--- src/rtl/irq_ctrl_pkg.sv ---
package irq_ctrl_pkg;
  // Register word addresses on the strobe bus.
  typedef enum logic [1:0] {
    ADR_CAUSE = 2'd0,
    ADR_CSET  = 2'd1,
    ADR_MSET  = 2'd2,
    ADR_MCLR  = 2'd3
  } reg_adr_e;

  // Cause bit positions decoded by software.
  localparam int unsigned CB_TX_WB     = 0;
  localparam int unsigned CB_TX_EMPTY  = 1;
  localparam int unsigned CB_LINK      = 2;
  localparam int unsigned CB_RX_MINTH  = 4;
  localparam int unsigned CB_RX_OVR    = 6;
  localparam int unsigned CB_RX_TIMER  = 7;
  localparam int unsigned CB_MGMT_DONE = 9;
  localparam int unsigned CB_TX_LOWTH  = 15;
  localparam int unsigned CB_RX_SMALL  = 16;
  localparam int unsigned CB_RX_ACK    = 17;

  localparam logic [31:0] CAUSE_VALID =
      (32'd1 << CB_TX_WB)    | (32'd1 << CB_TX_EMPTY) | (32'd1 << CB_LINK) |
      (32'd1 << CB_RX_MINTH) | (32'd1 << CB_RX_OVR)   | (32'd1 << CB_RX_TIMER) |
      (32'd1 << CB_MGMT_DONE)| (32'd1 << CB_TX_LOWTH) | (32'd1 << CB_RX_SMALL) |
      (32'd1 << CB_RX_ACK);
endpackage

--- src/rtl/irq_bus_decode.sv ---
module irq_bus_decode #(
  parameter int unsigned ADDR_W = 2,
  parameter int unsigned DATA_W = 32
) (
  input  logic              clk,
  input  logic              rst,
  input  logic              bus_wr,
  input  logic              bus_rd,
  input  logic [ADDR_W-1:0] bus_addr,
  input  logic [DATA_W-1:0] bus_wdata,
  input  logic [DATA_W-1:0] cause_q,
  input  logic [DATA_W-1:0] mask_q,
  input  logic              irq_q,
  output logic [DATA_W-1:0] w1c_cause,
  output logic [DATA_W-1:0] set_cause,
  output logic [DATA_W-1:0] set_mask,
  output logic [DATA_W-1:0] clr_mask,
  output logic              rd_clear,
  output logic [DATA_W-1:0] rdata_q
);
  import irq_ctrl_pkg::*;

  localparam int unsigned STAT_BIT = DATA_W - 1;

  logic hit_cause, hit_cset, hit_mset, hit_mclr;
  logic [DATA_W-1:0] rd_mux;

  assign hit_cause = (bus_addr == ADDR_W'(ADR_CAUSE));
  assign hit_cset  = (bus_addr == ADDR_W'(ADR_CSET));
  assign hit_mset  = (bus_addr == ADDR_W'(ADR_MSET));
  assign hit_mclr  = (bus_addr == ADDR_W'(ADR_MCLR));

  assign w1c_cause = (bus_wr && hit_cause) ? bus_wdata : '0;
  assign set_cause = (bus_wr && hit_cset)  ? bus_wdata : '0;
  assign set_mask  = (bus_wr && hit_mset)  ? bus_wdata : '0;
  assign clr_mask  = (bus_wr && hit_mclr)  ? bus_wdata : '0;
  assign rd_clear  = bus_rd && hit_cause && !irq_q;

  always_comb begin
    rd_mux = '0;
    if (hit_cause) begin
      rd_mux = cause_q;
      rd_mux[STAT_BIT] = irq_q;
    end else if (hit_mset) begin
      rd_mux = mask_q;
    end
  end

  always_ff @(posedge clk) begin
    if (rst)         rdata_q <= '0;
    else if (bus_rd) rdata_q <= rd_mux;
  end

  a_r8_status_bit: assert property (@(posedge clk) disable iff (rst)
    (bus_rd && hit_cause) |=> (rdata_q[STAT_BIT] == $past(irq_q)));

  a_r12_rdata_hold: assert property (@(posedge clk) disable iff (rst)
    !bus_rd |=> $stable(rdata_q));
endmodule

--- src/rtl/irq_mask_reg.sv ---
module irq_mask_reg #(
  parameter int unsigned DATA_W = 32,
  parameter logic [DATA_W-1:0] VALID = '1
) (
  input  logic              clk,
  input  logic              rst,
  input  logic [DATA_W-1:0] set_mask,
  input  logic [DATA_W-1:0] clr_mask,
  output logic [DATA_W-1:0] mask_q
);
  for (genvar i = 0; i < DATA_W; i++) begin : g_bit
    if (VALID[i]) begin : g_live
      always_ff @(posedge clk) begin
        if (rst) mask_q[i] <= 1'b0;
        else     mask_q[i] <= (mask_q[i] | set_mask[i]) & ~clr_mask[i];
      end
    end else begin : g_tied
      assign mask_q[i] = 1'b0;
    end
  end

  a_r1_mask_reserved: assert property (@(posedge clk) disable iff (rst)
    ((mask_q & ~VALID) == '0));

  a_r2_mask_set: assert property (@(posedge clk) disable iff (rst)
    (|(set_mask & VALID)) |=>
      ((mask_q & $past(set_mask & VALID)) == $past(set_mask & VALID)));

  a_r3_mask_clear: assert property (@(posedge clk) disable iff (rst)
    (|clr_mask) |=> ((mask_q & $past(clr_mask)) == '0));
endmodule

--- src/rtl/irq_cause_reg.sv ---
module irq_cause_reg #(
  parameter int unsigned DATA_W = 32,
  parameter logic [DATA_W-1:0] VALID = '1
) (
  input  logic              clk,
  input  logic              rst,
  input  logic [DATA_W-1:0] evt_in,
  input  logic [DATA_W-1:0] w1c_cause,
  input  logic [DATA_W-1:0] set_cause,
  input  logic              rd_clear,
  output logic [DATA_W-1:0] cause_q
);
  for (genvar i = 0; i < DATA_W; i++) begin : g_bit
    if (VALID[i]) begin : g_live
      always_ff @(posedge clk) begin
        if (rst)           cause_q[i] <= 1'b0;
        else if (rd_clear) cause_q[i] <= evt_in[i] | set_cause[i];
        else               cause_q[i] <= (cause_q[i] & ~w1c_cause[i]) | set_cause[i] | evt_in[i];
      end
    end else begin : g_tied
      assign cause_q[i] = 1'b0;
    end
  end

  a_r1_cause_reserved: assert property (@(posedge clk) disable iff (rst)
    ((cause_q & ~VALID) == '0));

  a_r10_event_wins: assert property (@(posedge clk) disable iff (rst)
    (|(evt_in & VALID)) |=>
      ((cause_q & $past(evt_in & VALID)) == $past(evt_in & VALID)));

  a_r9_read_clears: assert property (@(posedge clk) disable iff (rst)
    (rd_clear && evt_in == '0 && set_cause == '0) |=> (cause_q == '0));
endmodule

--- src/rtl/irq_line.sv ---
module irq_line #(
  parameter int unsigned DATA_W = 32
) (
  input  logic              clk,
  input  logic              rst,
  input  logic [DATA_W-1:0] cause_q,
  input  logic [DATA_W-1:0] mask_q,
  output logic              irq_q
);
  localparam int unsigned SRC_W = DATA_W - 1;

  logic pend;
  assign pend = |(cause_q[SRC_W-1:0] & mask_q[SRC_W-1:0]);

  always_ff @(posedge clk) begin
    if (rst) irq_q <= 1'b0;
    else     irq_q <= pend;
  end

  a_r7_rise_backed: assert property (@(posedge clk) disable iff (rst)
    $rose(irq_q) |-> $past(|(cause_q & mask_q)));

  a_r7_fall_backed: assert property (@(posedge clk) disable iff (rst)
    $fell(irq_q) |-> !$past(|(cause_q[SRC_W-1:0] & mask_q[SRC_W-1:0])));
endmodule

--- src/rtl/irq_cause_ctrl.sv ---
module irq_cause_ctrl #(
  parameter int unsigned ADDR_W = 2,
  parameter int unsigned DATA_W = 32,
  parameter logic [DATA_W-1:0] VALID = irq_ctrl_pkg::CAUSE_VALID
) (
  input  logic              clk,
  input  logic              rst,
  input  logic              bus_wr,
  input  logic              bus_rd,
  input  logic [ADDR_W-1:0] bus_addr,
  input  logic [DATA_W-1:0] bus_wdata,
  output logic [DATA_W-1:0] bus_rdata,
  input  logic [DATA_W-1:0] evt_in,
  output logic              irq_o
);
  localparam logic [DATA_W-1:0] LIVE = VALID & ~(DATA_W'(1) << (DATA_W - 1));

  logic [DATA_W-1:0] cause_q, mask_q;
  logic [DATA_W-1:0] w1c_cause, set_cause, set_mask, clr_mask;
  logic rd_clear;
  logic irq_q;

  irq_bus_decode #(.ADDR_W(ADDR_W), .DATA_W(DATA_W)) u_dec (
    .clk(clk), .rst(rst), .bus_wr(bus_wr), .bus_rd(bus_rd),
    .bus_addr(bus_addr), .bus_wdata(bus_wdata),
    .cause_q(cause_q), .mask_q(mask_q), .irq_q(irq_q),
    .w1c_cause(w1c_cause), .set_cause(set_cause),
    .set_mask(set_mask), .clr_mask(clr_mask),
    .rd_clear(rd_clear), .rdata_q(bus_rdata)
  );

  irq_mask_reg #(.DATA_W(DATA_W), .VALID(LIVE)) u_mask (
    .clk(clk), .rst(rst), .set_mask(set_mask), .clr_mask(clr_mask),
    .mask_q(mask_q)
  );

  irq_cause_reg #(.DATA_W(DATA_W), .VALID(LIVE)) u_cause (
    .clk(clk), .rst(rst), .evt_in(evt_in), .w1c_cause(w1c_cause),
    .set_cause(set_cause), .rd_clear(rd_clear), .cause_q(cause_q)
  );

  irq_line #(.DATA_W(DATA_W)) u_line (
    .clk(clk), .rst(rst), .cause_q(cause_q), .mask_q(mask_q), .irq_q(irq_q)
  );

  assign irq_o = irq_q;

  a_r11_reset_quiet: assert property (@(posedge clk)
    $past(rst) |-> (!irq_o && bus_rdata == '0));
endmodule

--- config.mk ---
export PLATFORM = sky130hd
export DESIGN_NAME = irq_cause_ctrl
export DESIGN_NICKNAME = d
export VERILOG_FILES = /design/src/rtl/irq_ctrl_pkg.sv /design/src/rtl/irq_bus_decode.sv /design/src/rtl/irq_mask_reg.sv /design/src/rtl/irq_cause_reg.sv /design/src/rtl/irq_line.sv /design/src/rtl/irq_cause_ctrl.sv
export SDC_FILE = /design/constraint.sdc
export NUM_CORES = 1
export LEC_CHECK = 0
export ABC_AREA = 1
export BUFFER_PORTS_ARGS = -buffer_cell sky130_fd_sc_hd__buf_2
export CORE_UTILIZATION = 40
export DETAILED_ROUTE_END_ITERATION = 7
export PLACE_DENSITY_LB_ADDON = 0.12
export SETUP_SLACK_MARGIN = 0.1
export SLEW_MARGIN = 20
export SYNTH_ARGS = -nofsm -noshare
export SYNTH_HDL_FRONTEND = slang
export SYNTH_SLANG_ARGS = --single-unit
--- constraint.sdc ---
create_clock -name clk -period 0.8 [get_ports clk]
set_input_delay 0 -clock clk [delete_from_list [all_inputs] [get_ports clk]]
set_output_delay 0 -clock clk [all_outputs]
set_load 0.01 [all_outputs]
==> results of run 1 <==
per-stage QoR:
step                utilization  worst slack (ns)  setup TNS (ns)
floorplan                     -            0.0354               0
global placement          0.507            -0.110           -2.32
detailed placement        0.507            -0.135           -3.20
CTS                       0.595           -0.0838          -0.147
global route              0.624            -0.125          -0.829
finish                    0.624            -0.105          -0.366
sequential cells by signal, summed over array words and instances, names as in the netlist:
name / flops
u_line.irq_q: 1
u_cause.cause_q: 10
u_dec.rdata_q: 11
u_mask.mask_q: 10
cell usage after synthesis, drive strengths merged:
master,instances,area [µm²]
clkbuf,3,11.3
buf,30,215
nand4,10,62.6
nand3b,1,7.51
nor3,1,10.0
inv,45,169
nand2,60,228
conb,1,3.75
a21oi,21,105
nor2,15,66.3
nand3,41,235
dfxtp,32,641
o21a,10,75.1
critical path, cell delays in order (launching register included):
cell	delay [ns]
dfxtp_2	0.33
nand2_2	0.06
nand2_2	0.07
nor2_4	0.12
nand3b_1	0.09
nand2_1	0.09
inv_1	0.04
logic make-up (layout without fill, tap and decap cells):
logic type | count (synthesis) | count (layout) | synth area share
simple gates | 128 | 129 | 0.333
compound gates | 31 | 31 | 0.0985
flops | 32 | 32 | 0.350
buf+inv | 78 | 127 | 0.216
other cells | 1 | 21 | 0.00205
routing by layer:
layer | routed length [µm] | up-vias | track usage | part of all wire
li1 | - | 953 | - | -
met1 | 2220 | 880 | 0.263 | 0.44
met2 | 2490 | 64 | 0.373 | 0.50
met3 | 192 | 10 | 0.0305 | 0.038
met4 | 99 | 0 | 0.100 | 0.020
met5 | 0 | - | 0 | 0
power by group:
part           internal [mW]  leakage (nW)  switching (mW)  total (mW)
clock                  0.702        0.0455           0.609        1.31
sequential              1.68         0.274          0.0552        1.74
combinational          0.363          1.15           0.458       0.821
total                   2.74          1.47            1.12        3.87
final cells by class:
cell class / count / area share
Multi-Input combinational cell: 181 / 0.410
Clock buffer: 8 / 0.0330
Timing Repair Buffer: 74 / 0.222
Tap cell: 52 / 0.0238
Sequential cell: 32 / 0.249
Inverter: 45 / 0.0627
repair_timing:
item / in CTS / in global routing
resized for setup: 80 / 35
setup endpoints to repair: 39 / 44
buffers inserted: 0 / 4
hold endpoints to repair: 0 / 0
gates cloned: 1 / 0
pin swaps: 24 / 23
worst paths after layout:
path | cells after the start | end | slack, ns | startpoint
worst max-delay path | 6 | u_line.irq_q$_SDFF_PP0_ | -0.11 | u_mask.mask_q[4]$_SDFF_PP0_
worst min-delay path | 3 | u_mask.mask_q[4]$_SDFF_PP0_ | 0.02 | bus_wdata[4]
worst max register to register | 6 | u_line.irq_q$_SDFF_PP0_ | -0.11 | u_mask.mask_q[4]$_SDFF_PP0_
worst min register to register | 2 | u_dec.rdata_q[31]$_SDFFE_PP0P_ | 0.47 | u_dec.rdata_q[31]$_SDFFE_PP0P_
==> metrics.md, run 1 <==
| Metric | Value |
|---|---|
| Status | `finished with violations` |
| Failing checks | `setup timing` |
| Setup-failing EPs final | `14` |
| Gpl congestion | `0.786` |
| Final Cycle Share | `1.13` |
| Min Hold Slack | `0.0184 ns` |
| Area delta synth->final | `49.5%` |
| Static leakage | `1.47 nW` |
| HP Class | `in -> reg` |
| Worst EP arrival | `1.09 ns` |
| Post-Syn Area per Cell | `6.78 µm²` |
| Filler Cell Count | `404` |
| DRC | `0` |
| Hold Buf Count CTS | `0` |
| Initial cell density of the core | `0.417` |
| Die extent in y | `69.6 µm` |
| Reg clk slew, reported paths | `0.07 ns` |
| Nets | `409` |
| Power Total | `3.87 mW` |
| Startpoint types | `register` |
| Crit path kind | `reg -> reg` |
| Area after DPL | `0.00222 mm²` |
| Clock Tree Root | `clkbuf_8` |
| Worst-case vdd ir drop | `0.780 mV` |
| TritonCTS clock tree | `built` |
| Clk buf depth | `2` |
| Pre-antenna DRT Iters | `4` |
| Power density over cell area | `1410 mW/mm²` |
| Buffers added on ports | `37` |
| Crit-path max FO | `2` |
| Layout cell share with drive strength beyond 1 | `0.506` |
| Crit path time final | `0.905 ns` |
| Core ar. | `0.00438 mm²` |
| DR vias | `1907` |
| GRT Total Usage | `0.216` |
| Post-synthesis sequential area ratio | `0.350` |
| Clk_lat worst skew | `0.29 ns` |
| Number of library cell types mapped by synthesis | `21` |
| Yosys warns | `0` |
| Worst Setup End Kind | `register` |
| Max-slew violations | `0` |
| Worst EP required | `0.99 ns` |
| RSZ-0062 raised after global routing | `true` |
| Average wire per standard cell | `12.8 µm` |
| Vias in the first global route | `1757` |
| Max-Cap Viols | `0` |
| Post-DRT Antenna Nets | `0` |
| # IOs | `103` |
| Area of the multi-input gates | `0.00112 mm²` |
| First-pass GRT wire length | `8.16 mm` |
| Grt ovf | `0` |
| CTS H-Tree Depth | `2` |
| Syn Inst Count | `270` |
| Design area | `0.00273 mm²` |
| Most common cell after layout, fill and taps aside | `nand2_1` |
| # clock sinks | `32` |
| Most frequent cells in the layout | `46 x nand2_1, 42 x inv_1, 31 x dfxtp_2, 27 x nand3_2, 27 x buf_6` |
| Post-Syn Area | `0.00183 mm²` |
| DR vias/cell | `4.86` |
| Clock skew | `0.00335 ns` |
| Largest net degree at the start of global routing | `13` |
| Die area | `0.00485 mm²` |
| Ant diodes | `0` |
| Final Non-Filler Cells | `392` |
| Number of buffers created by CTS | `5` |
| WL final | `5.01 mm` |
| # rows | `24` |
| Hpwl dp | `3.30 mm` |
| DR iter-0 viols | `88` |
| Initial antenna violation count | `0` |
| Synth Register Bits | `32` |
| Die extent in x | `69.6 µm` |
| Fmax | `1.10 GHz` |
| Fin worst setup slack | `-0.105 ns` |
| Total area of sequential cells | `679 µm²` |
| Placed insts | `382` |
| Final Hold Viols | `0` |
Note: power is estimated with default switching activity, not from simulation.
==> run 2, diff against run 1 <==
CELL_PAD_IN_SITES_DETAIL_PLACEMENT = 1   (was default)
CELL_PAD_IN_SITES_GLOBAL_PLACEMENT = 1   (was default)
CORE_UTILIZATION = 26   (was 40)
CTS_BUF_LIST = sky130_fd_sc_hd__clkbuf_16   (was default)
SKIP_LAST_GASP = 1   (was default)
==> metrics.md, run 2 (synthesis results as in run 1) <==
| Metric | Value |
|---|---|
| DR vias | `1871` |
| RSZ-0062 raised after global routing | `true` |
| Die area | `0.00738 mm²` |
| # clock sinks | `32` |
| Ant diodes | `0` |
| First-pass GRT wire length | `9.83 mm` |
| Buffers added on ports | `37` |
| Static leakage | `1.50 nW` |
| Clk buf depth | `2` |
| Max-Cap Viols | `0` |
| # IOs | `103` |
| Clock skew | `0.00431 ns` |
| Max FFs per register | `11` |
| Core ar. | `0.00679 mm²` |
| Crit path time final | `0.860 ns` |
| Clock Tree Root | `clkbuf_16` |
| GRT Total Usage | `0.178` |
| Vias in the first global route | `1935` |
| Failing checks | `setup timing` |
| Max-slew violations | `0` |
| Die extent in y | `85.9 µm` |
| Reg clk slew, reported paths | `0.06 ns` |
| Post-Place Setup Slack | `-0.120 ns` |
| Average wire per standard cell | `13.9 µm` |
| Number of buffers created by CTS | `5` |
| DR iter-0 viols | `51` |
| Largest net degree at the start of global routing | `13` |
| Fmax | `1.16 GHz` |
| DR vias/cell | `4.31` |
| Most flops, register | `u_dec.rdata_q` |
| Worst EP arrival | `0.86 ns` |
| # rows | `30` |
| Hpwl dp | `4.08 mm` |
| Nets | `407` |
| Initial cell density of the core | `0.269` |
| CTS H-Tree Depth | `2` |
| Worst Setup End Kind | `primary output` |
| Worst-case vdd ir drop | `0.751 mV` |
| Area delta synth->final | `56.4%` |
| TritonCTS clock tree | `built` |
| Hold Buf Count CTS | `0` |
| Largest regs | `u_dec.rdata_q: 11 flops, u_cause.cause_q: 10 flops, u_mask.mask_q: 10 flops` |
| Layout cell share with drive strength beyond 1 | `0.488` |
| Most frequent cells in the layout | `46 x nand2_1, 43 x inv_1, 31 x dfxtp_2, 30 x buf_6` |
| Grt ovf | `0` |
| Filler Cell Count | `829` |
| Crit-path max FO | `2` |
| Die extent in x | `85.9 µm` |
| Final Hold Viols | `0` |
| Power Total | `4.74 mW` |
| Pre-antenna DRT Iters | `4` |
| Startpoint types | `register` |
| Worst EP required | `0.80 ns` |
| Status | `finished with violations` |
| Setup-failing EPs final | `12` |
| Power density over cell area | `1660 mW/mm²` |
| WL final | `6.01 mm` |
| Final Cycle Share | `1.08` |
| Post-DRT Antenna Nets | `0` |
| Fin worst setup slack | `-0.0605 ns` |
| Most common cell after layout, fill and taps aside | `nand2_1` |
| HP Class | `in -> reg` |
| DRC | `0` |
| Initial antenna violation count | `0` |
| Gpl congestion | `0.696` |
| Clk_lat worst skew | `0.28 ns` |
| Crit path kind | `reg -> out` |
run 2: cell types whose count changed in the layout (fill, tap and decap cells not counted), sizes merged:
| cell | before | now |
|---|---|---|
| buf | 74 | 72 |
| bufinv | 0 | 1 |
| clkbuf | 8 | 5 |
| clkinv | 0 | 1 |
| inv | 45 | 46 |
run 2: worst paths after layout:
check | start | endpoint | slack, ns | depth (start not counted)
worst max register to register | u_mask.mask_q[1]$_SDFF_PP0_ | u_line.irq_q$_SDFF_PP0_ | -0.05 | 6
worst min-delay path | bus_wdata[15] | u_mask.mask_q[15]$_SDFF_PP0_ | 0.03 | 3
worst max-delay path | u_line.irq_q$_SDFF_PP0_ | irq_o | -0.06 | 2
worst min register to register | u_mask.mask_q[16]$_SDFF_PP0_ | u_mask.mask_q[16]$_SDFF_PP0_ | 0.48 | 1
run 2: cell type report:
cell class / instances / area [µm²] / share of cell area
clock inverters: 3 / 38.8 / 0.0136
repair buffers: 72 / 628 / 0.220
multi-input cells: 181 / 1090 / 0.382
well taps: 96 / 120 / 0.0420
clock buffers: 5 / 125 / 0.0437
inverters: 45 / 171 / 0.0599
flip-flops and latches: 32 / 683 / 0.239
run 2: critical path: stages, from the launching register on:
cell and delay, ns:
dfxtp_4 0.36, buf_6 0.12, buf_6 0.11
run 2: per-stage QoR:
step | cell area (µm²) | setup TNS (ns) | cells | utilization | hold WS (ns)
floorplan | 1920 | 0 | 290 | - | 0.150
global placement | 2290 | -1.59 | 424 | 0.337 | 0.323
detailed placement | 2290 | -2.08 | 424 | 0.337 | 0.328
CTS | 2710 | -0.485 | 433 | 0.398 | 0.0258
global route | 2860 | -0.880 | 434 | 0.421 | 0.0484
finish | 2860 | -0.381 | 434 | 0.421 | 0.0347
run 2: metal layers:
layer  track usage  up-vias  part of all wire
met5             0        -                 0
met4        0.0561        0             0.013
met3        0.0327        6             0.025
met2         0.320       36              0.54
met1         0.215      878              0.42
li1              -      951                 -
run 2: report_power, final:
part	switching, mW	total [mW]	internal, mW
Clock	0.713	2.16	1.45
Sequential	0.0549	1.74	1.68
Combinational	0.463	0.836	0.373
run 2: timing repair:
| action | in CTS | in global routing |
|---|---|---|
| gates cloned | 1 | 0 |
| endpoints found under the setup margin | 39 | 44 |
| pin swaps | 17 | 17 |
| gates resized for setup | 72 | 37 |
| buffers inserted | 0 | 1 |
